**src/rtl/win_watch_pkg.sv**
```systemverilog
package win_watch_pkg;
  localparam int ADDR_W = 3;

  localparam logic [ADDR_W-1:0] ADDR_UPPER    = 3'd0;
  localparam logic [ADDR_W-1:0] ADDR_LOWER    = 3'd1;
  localparam logic [ADDR_W-1:0] ADDR_CHAN_EN  = 3'd2;
  localparam logic [ADDR_W-1:0] ADDR_STAT_CLR = 3'd3;
  localparam logic [ADDR_W-1:0] ADDR_CTRL     = 3'd4;

  localparam int CTRL_MASK_BIT  = 0;
  localparam int CTRL_EVCLR_BIT = 1;
endpackage

```
**src/rtl/win_watch_rst_sync.sv**
```systemverilog
module win_watch_rst_sync #(
  parameter int STAGES = 2
) (
  input  logic clk,
  input  logic rst_n,
  output logic rst_n_sync
);
  logic [STAGES-1:0] chain_q;

  always_ff @(posedge clk or negedge rst_n) begin
    if (!rst_n) chain_q <= '0;
    else        chain_q <= {chain_q[STAGES-2:0], 1'b1};
  end

  assign rst_n_sync = chain_q[STAGES-1];
endmodule

```
**src/rtl/win_watch_regs.sv**
```systemverilog
module win_watch_regs
  import win_watch_pkg::*;
#(
  parameter int DATA_W = 10,
  parameter int NUM_CH = 10,
  localparam int REG_W = (DATA_W > NUM_CH) ? DATA_W : NUM_CH
) (
  input  logic              clk,
  input  logic              rst_n,
  input  logic              wr_en,
  input  logic [ADDR_W-1:0] wr_addr,
  input  logic [REG_W-1:0]  wr_data,
  output logic [DATA_W-1:0] upper_thr,
  output logic [DATA_W-1:0] lower_thr,
  output logic [NUM_CH-1:0] chan_en,
  output logic              irq_mask,
  output logic [NUM_CH-1:0] clr_mask,
  output logic              evt_clr
);
  logic [DATA_W-1:0] upper_q, upper_d;
  logic [DATA_W-1:0] lower_q, lower_d;
  logic [NUM_CH-1:0] en_q, en_d;
  logic              mask_q, mask_d;
  logic              unused_wr_bits;

  assign unused_wr_bits = ^wr_data;

  always_comb begin
    upper_d  = upper_q;
    lower_d  = lower_q;
    en_d     = en_q;
    mask_d   = mask_q;
    clr_mask = '0;
    evt_clr  = 1'b0;
    if (wr_en) begin
      case (wr_addr)
        ADDR_UPPER:    upper_d  = wr_data[DATA_W-1:0];
        ADDR_LOWER:    lower_d  = wr_data[DATA_W-1:0];
        ADDR_CHAN_EN:  en_d     = wr_data[NUM_CH-1:0];
        ADDR_STAT_CLR: clr_mask = wr_data[NUM_CH-1:0];
        ADDR_CTRL: begin
          mask_d  = wr_data[CTRL_MASK_BIT];
          evt_clr = wr_data[CTRL_EVCLR_BIT];
        end
        default: ;
      endcase
    end
  end

  always_ff @(posedge clk or negedge rst_n) begin
    if (!rst_n) begin
      upper_q <= {DATA_W{1'b1}};
      lower_q <= '0;
      en_q    <= '0;
      mask_q  <= 1'b0;
    end else if (wr_en) begin
      upper_q <= upper_d;
      lower_q <= lower_d;
      en_q    <= en_d;
      mask_q  <= mask_d;
    end
  end

  assign upper_thr = upper_q;
  assign lower_thr = lower_q;
  assign chan_en   = en_q;
  assign irq_mask  = mask_q;
endmodule

```
**src/rtl/win_watch_cmp.sv**
```systemverilog
module win_watch_cmp #(
  parameter int DATA_W = 10,
  parameter int NUM_CH = 10,
  localparam int CH_W  = (NUM_CH > 1) ? $clog2(NUM_CH) : 1
) (
  input  logic              res_valid,
  input  logic [CH_W-1:0]   res_ch,
  input  logic [DATA_W-1:0] res_data,
  input  logic [DATA_W-1:0] upper_thr,
  input  logic [DATA_W-1:0] lower_thr,
  input  logic [NUM_CH-1:0] chan_en,
  output logic [NUM_CH-1:0] hit_vec
);
  logic outside;

  always_comb begin
    outside = (res_data > upper_thr) || (res_data < lower_thr);
  end

  for (genvar i = 0; i < NUM_CH; i++) begin : g_chan
    assign hit_vec[i] = res_valid && outside && chan_en[i] &&
                        (res_ch == CH_W'(i));
  end
endmodule

```
**src/rtl/win_watch_flags.sv**
```systemverilog
module win_watch_flags #(
  parameter int NUM_CH = 10
) (
  input  logic              clk,
  input  logic              rst_n,
  input  logic [NUM_CH-1:0] hit_vec,
  input  logic [NUM_CH-1:0] clr_mask,
  input  logic              evt_clr,
  input  logic              irq_mask,
  output logic [NUM_CH-1:0] ch_status,
  output logic              evt_flag,
  output logic              irq
);
  logic [NUM_CH-1:0] stat_q, stat_d;
  logic              evt_q, evt_d;
  logic              any_hit;
  logic              upd_en;

  always_comb begin
    any_hit = |hit_vec;
    stat_d  = (stat_q & ~clr_mask) | hit_vec;
    evt_d   = (evt_q & ~evt_clr) | any_hit;
    upd_en  = any_hit || (|clr_mask) || evt_clr;
  end

  always_ff @(posedge clk or negedge rst_n) begin
    if (!rst_n) begin
      stat_q <= '0;
      evt_q  <= 1'b0;
    end else if (upd_en) begin
      stat_q <= stat_d;
      evt_q  <= evt_d;
    end
  end

  assign ch_status = stat_q;
  assign evt_flag  = evt_q;
  assign irq       = evt_q & irq_mask;
endmodule

```
**src/rtl/win_watch.sv**
```systemverilog
module win_watch
  import win_watch_pkg::*;
#(
  parameter int DATA_W = 10,
  parameter int NUM_CH = 10,
  localparam int CH_W  = (NUM_CH > 1) ? $clog2(NUM_CH) : 1,
  localparam int REG_W = (DATA_W > NUM_CH) ? DATA_W : NUM_CH
) (
  input  logic              clk,
  input  logic              rst_n,
  input  logic              res_valid,
  input  logic [CH_W-1:0]   res_ch,
  input  logic [DATA_W-1:0] res_data,
  input  logic              wr_en,
  input  logic [ADDR_W-1:0] wr_addr,
  input  logic [REG_W-1:0]  wr_data,
  output logic [NUM_CH-1:0] ch_status,
  output logic              evt_flag,
  output logic              irq
);
  logic              rst_n_int;
  logic [DATA_W-1:0] upper_thr;
  logic [DATA_W-1:0] lower_thr;
  logic [NUM_CH-1:0] chan_en;
  logic              irq_mask;
  logic [NUM_CH-1:0] clr_mask;
  logic              evt_clr;
  logic [NUM_CH-1:0] hit_vec;

  win_watch_rst_sync #(.STAGES(2)) u_rst (
    .clk        (clk),
    .rst_n      (rst_n),
    .rst_n_sync (rst_n_int)
  );

  win_watch_regs #(.DATA_W(DATA_W), .NUM_CH(NUM_CH)) u_regs (
    .clk       (clk),
    .rst_n     (rst_n_int),
    .wr_en     (wr_en),
    .wr_addr   (wr_addr),
    .wr_data   (wr_data),
    .upper_thr (upper_thr),
    .lower_thr (lower_thr),
    .chan_en   (chan_en),
    .irq_mask  (irq_mask),
    .clr_mask  (clr_mask),
    .evt_clr   (evt_clr)
  );

  win_watch_cmp #(.DATA_W(DATA_W), .NUM_CH(NUM_CH)) u_cmp (
    .res_valid (res_valid),
    .res_ch    (res_ch),
    .res_data  (res_data),
    .upper_thr (upper_thr),
    .lower_thr (lower_thr),
    .chan_en   (chan_en),
    .hit_vec   (hit_vec)
  );

  win_watch_flags #(.NUM_CH(NUM_CH)) u_flags (
    .clk       (clk),
    .rst_n     (rst_n_int),
    .hit_vec   (hit_vec),
    .clr_mask  (clr_mask),
    .evt_clr   (evt_clr),
    .irq_mask  (irq_mask),
    .ch_status (ch_status),
    .evt_flag  (evt_flag),
    .irq       (irq)
  );
endmodule

```
**config.mk**
```make
export PLATFORM = sky130hd
export DESIGN_NAME = win_watch
export DESIGN_NICKNAME = d
export VERILOG_FILES = /design/src/rtl/win_watch_pkg.sv /design/src/rtl/win_watch_rst_sync.sv /design/src/rtl/win_watch_regs.sv /design/src/rtl/win_watch_cmp.sv /design/src/rtl/win_watch_flags.sv /design/src/rtl/win_watch.sv
export SDC_FILE = /design/constraint.sdc
export NUM_CORES = 1
export LEC_CHECK = 0
export BUFFER_PORTS_ARGS = -buffer_cell sky130_fd_sc_hd__clkbuf_2
export CORE_ASPECT_RATIO = 1.75
export CORE_MARGIN = 2
export CORE_UTILIZATION = 45
export CTS_CLUSTER_SIZE = 30
export DETAILED_ROUTE_END_ITERATION = 10
export PLACE_DENSITY = 0.67
export SKIP_CTS_REPAIR_TIMING = 1
export SLEW_MARGIN = 20
export SYNTH_ARGS = -nofsm -noshare
export SYNTH_HDL_FRONTEND = slang
export SYNTH_SLANG_ARGS = --single-unit
```
**constraint.sdc**
```tcl
create_clock -name clk -period 3.2 [get_ports clk]
set_input_delay 0.48 -clock clk [delete_from_list [all_inputs] [get_ports clk]]
set_output_delay 0.48 -clock clk [all_outputs]
set_load 0.03 [all_outputs]
```
==> flow_summary.yaml <==
die:
  core_area_mm2: 0.00517
  start_util_pct: 45.9
  die_area_mm2: 0.00589
  ios: 43
  die_h_um: 100
  num_rows: 35
  dieWidth_um: 58.9
finish:
  area_growth_pct: 16.6
  nets: 337
  layout-drive-gt1-share_pct: 33.0
  insertedDiodeCount: 0
  final_area_mm2: 0.00277
  layout.cells.non_filler: 343
sta:
  min_period_ps: 2050
  setup_tns_ps: 0
  hold_ws_ps: 335
  tightest_slew_ps: 842
  skew_ps: 18.1
  maxSlewViolCount: 0
  relSlewSlack_pct: 43.8
  fmax_mhz: 488
  fin_crit_sh_pct: 64.0
  rsz0062_at_grt: "false"
  finalSetupViolCount: 0
  hold_viol: 0
worst_setup_path:
  r2r_slack_ps: 1150
  crit_arrival_ps: 2230
  critPathMaxFanout: 11
  path_class: "register to register"
  cp.required_ps: 3380
  start_kind: "register"
  cp-end-kind: "register"
yosys:
  synthTopCellsByArea: "dfrtp_1, dfstp_2, ha_1, mux2_2, nand2_1"
  synth-edff-count: 0
  ys_top_cells_by_count: "nand2_1, dfrtp_1, inv_1, o21ai_0, ha_1"
  synthCells: 239
  synth.most_common_cell: "nand2_1"
  ys.flop_type: "dfrtp_1"
  synth_top_area_share_pct: 35.9
  yosysTopAreaCell: "dfrtp_1"
  async_reset_ff_share_pct: 100
  yosysSeqAreaShare_pct: 46.9
  synth_cell_type_count: 34
  synth_area_mm2: 0.00237
  syn_area_per_cell_um2: 9.93
  yosys_warnings: 0
  synth-seq-cells: 44
  synth_nets: 289
place:
  place.gp.congestion: 0.850
  io_buffers: 42
  placed_area_mm2: 0.00264
  dp.cells: 334
  dp_hpwl_um: 4220
grt:
  met3_usage_pct: 3.09
  grt_pass1_vias: 1880
  grt_pass1_wl_um: 8460
  busiest_layer: "met2"
  met2_usage_pct: 33.8
  antenna_found_initial: 0
  grt_util_met1_pct: 21.4
  grt_max_degree: 23
  overflow: 0
  grt_usage_pct: 19.4
power_and_ir_drop:
  ir_drop_mv: 0.376
  leakage_nw: 1.28
  p_per_area_mw_per_mm2: 622
routing:
  drtAntennaViolNets: 0
  drc: 4
  drt-vias-per-instance: 5.47
  dr.first_iter.drc_count: 41
  totalWireLength_um: 5390
  drt_pass1_iterations: 7
  via_count: 1877
  drt-wirelength-per-cell_um: 15.7
clock_network:
  cts_max_level: 2
  root_buffer: "clkbuf_8"
  worstSkewPairLatency_ps: 310
  cts_tree: "yes"
  cts_made_buffers: 5
  clock_path_buffers: 2
  clock_sinks: 44
  clk_pin_slew_ps: 100
worst_hold_path:
  min_path_type: "register to asynchronous set/reset pin"
outcome:
  status: "finished with violations"
  violations: "DRC"
run:
  maxCapViolations: 0
==> flip-flops by register name (all words and copies together), names as in the netlist <==
| signal | cells |
|---|---|
| u_flags.ch_status | 10 |
| u_regs.chan_en | 10 |
| u_regs.lower_thr | 10 |
| u_regs.upper_thr | 10 |
| u_rst.chain_q | 2 |
| u_flags.evt_flag | 1 |
| u_regs.irq_mask | 1 |
==> routing by layer <==
| metal | vias up | wire length (um) |
|---|---|---|
| li1 | 913 | - |
| met1 | 910 | 2100 |
| met2 | 40 | 2950 |
| met3 | 14 | 165 |
| met4 | 0 | 174 |
| met5 | - | 0 |
==> where the power goes <==
part / total, mW / switching, mW / internal [mW]
clock network: 0.446 / 0.210 / 0.235
logic: 0.510 / 0.314 / 0.196
registers: 0.764 / 0.0681 / 0.696
total: 1.72 / 0.592 / 1.13
==> worst max-delay path, cell delays in order (launching register included) <==
cell and delay [ps]:
dfstp_2 530, inv_1 50, ha_1 310, a211oi_2 180
nor2_1 80, nor3_1 160, o31ai_1 110, a21oi_2 150
buf_4 240, o21ai_1 110
==> kinds of logic after synthesis <==
| family | count (synthesis) | synth area share (%) |
|---|---|---|
| other | 1 | 0.158 |
| buffers and inverters | 25 | 4.43 |
| adders and majority gates | 19 | 10.0 |
| and+or+nand+nor | 85 | 17.6 |
| DFF | 44 | 46.9 |
| muxes | 17 | 8.07 |
| AOI/OAI and AO/OA | 48 | 12.8 |
==> per-stage QoR <==
stage	util (%)	setup slack, ps	total power, mW
2_1_floorplan	-	1400	1.12
3_3_place_gp	51.1	1200	1.27
3_5_place_dp	51.1	1130	1.29
4_1_cts	53.3	1150	1.73
5_1_grt	53.5	1010	1.81
6_report	53.5	1150	1.72
==> worst paths after layout <==
kind,from,end,cells after the start
min in group clk,u_rst.chain_q[0]$_DFF_PN0_,u_rst.chain_q[1]$_DFF_PN0_,0
min,u_rst.chain_q[1]$_DFF_PN0_,u_flags.ch_status[6]$_DFFE_PN0P_,0
min reg2reg,u_rst.chain_q[1]$_DFF_PN0_,u_flags.ch_status[6]$_DFFE_PN0P_,0
max reg2reg,u_regs.upper_thr[7]$_DFFE_PN1P_,u_flags.ch_status[7]$_DFFE_PN0P_,9
max,u_regs.upper_thr[7]$_DFFE_PN1P_,u_flags.ch_status[7]$_DFFE_PN0P_,9
max in group asynchronous,u_rst.chain_q[1]$_DFF_PN0_,u_regs.upper_thr[1]$_DFFE_PN1P_,1
==> cells in the final DEF (no fill, tap or decap), drive strengths merged, types with 2 or more instances in the layout <==
cell type,instances
clkbuf,47
nand2,46
dfrtp,34
o21ai,33
inv,22
ha,19
mux2,17
nand3,13
dfstp,10
a21oi,8
nor2,7
nor3,5
nand4,3
nand2b,3
a211oi,3
and2,2
and3,2
nor2b,2
a22oi,2
buf,2
nor3b,2
==> area by class of cell <==
| cell class | count | area, um2 |
|---|---|---|
| clock buffers | 5 | 68.8 |
| flip-flops and latches | 44 | 1110 |
| multi-input cells | 170 | 1150 |
| inverters | 21 | 78.8 |
| well taps | 55 | 68.8 |
| fillers | 486 | 2400 |
| repair buffers | 45 | 235 |
| clock inverters | 3 | 46.3 |
(Power assumes the default switching activity.)
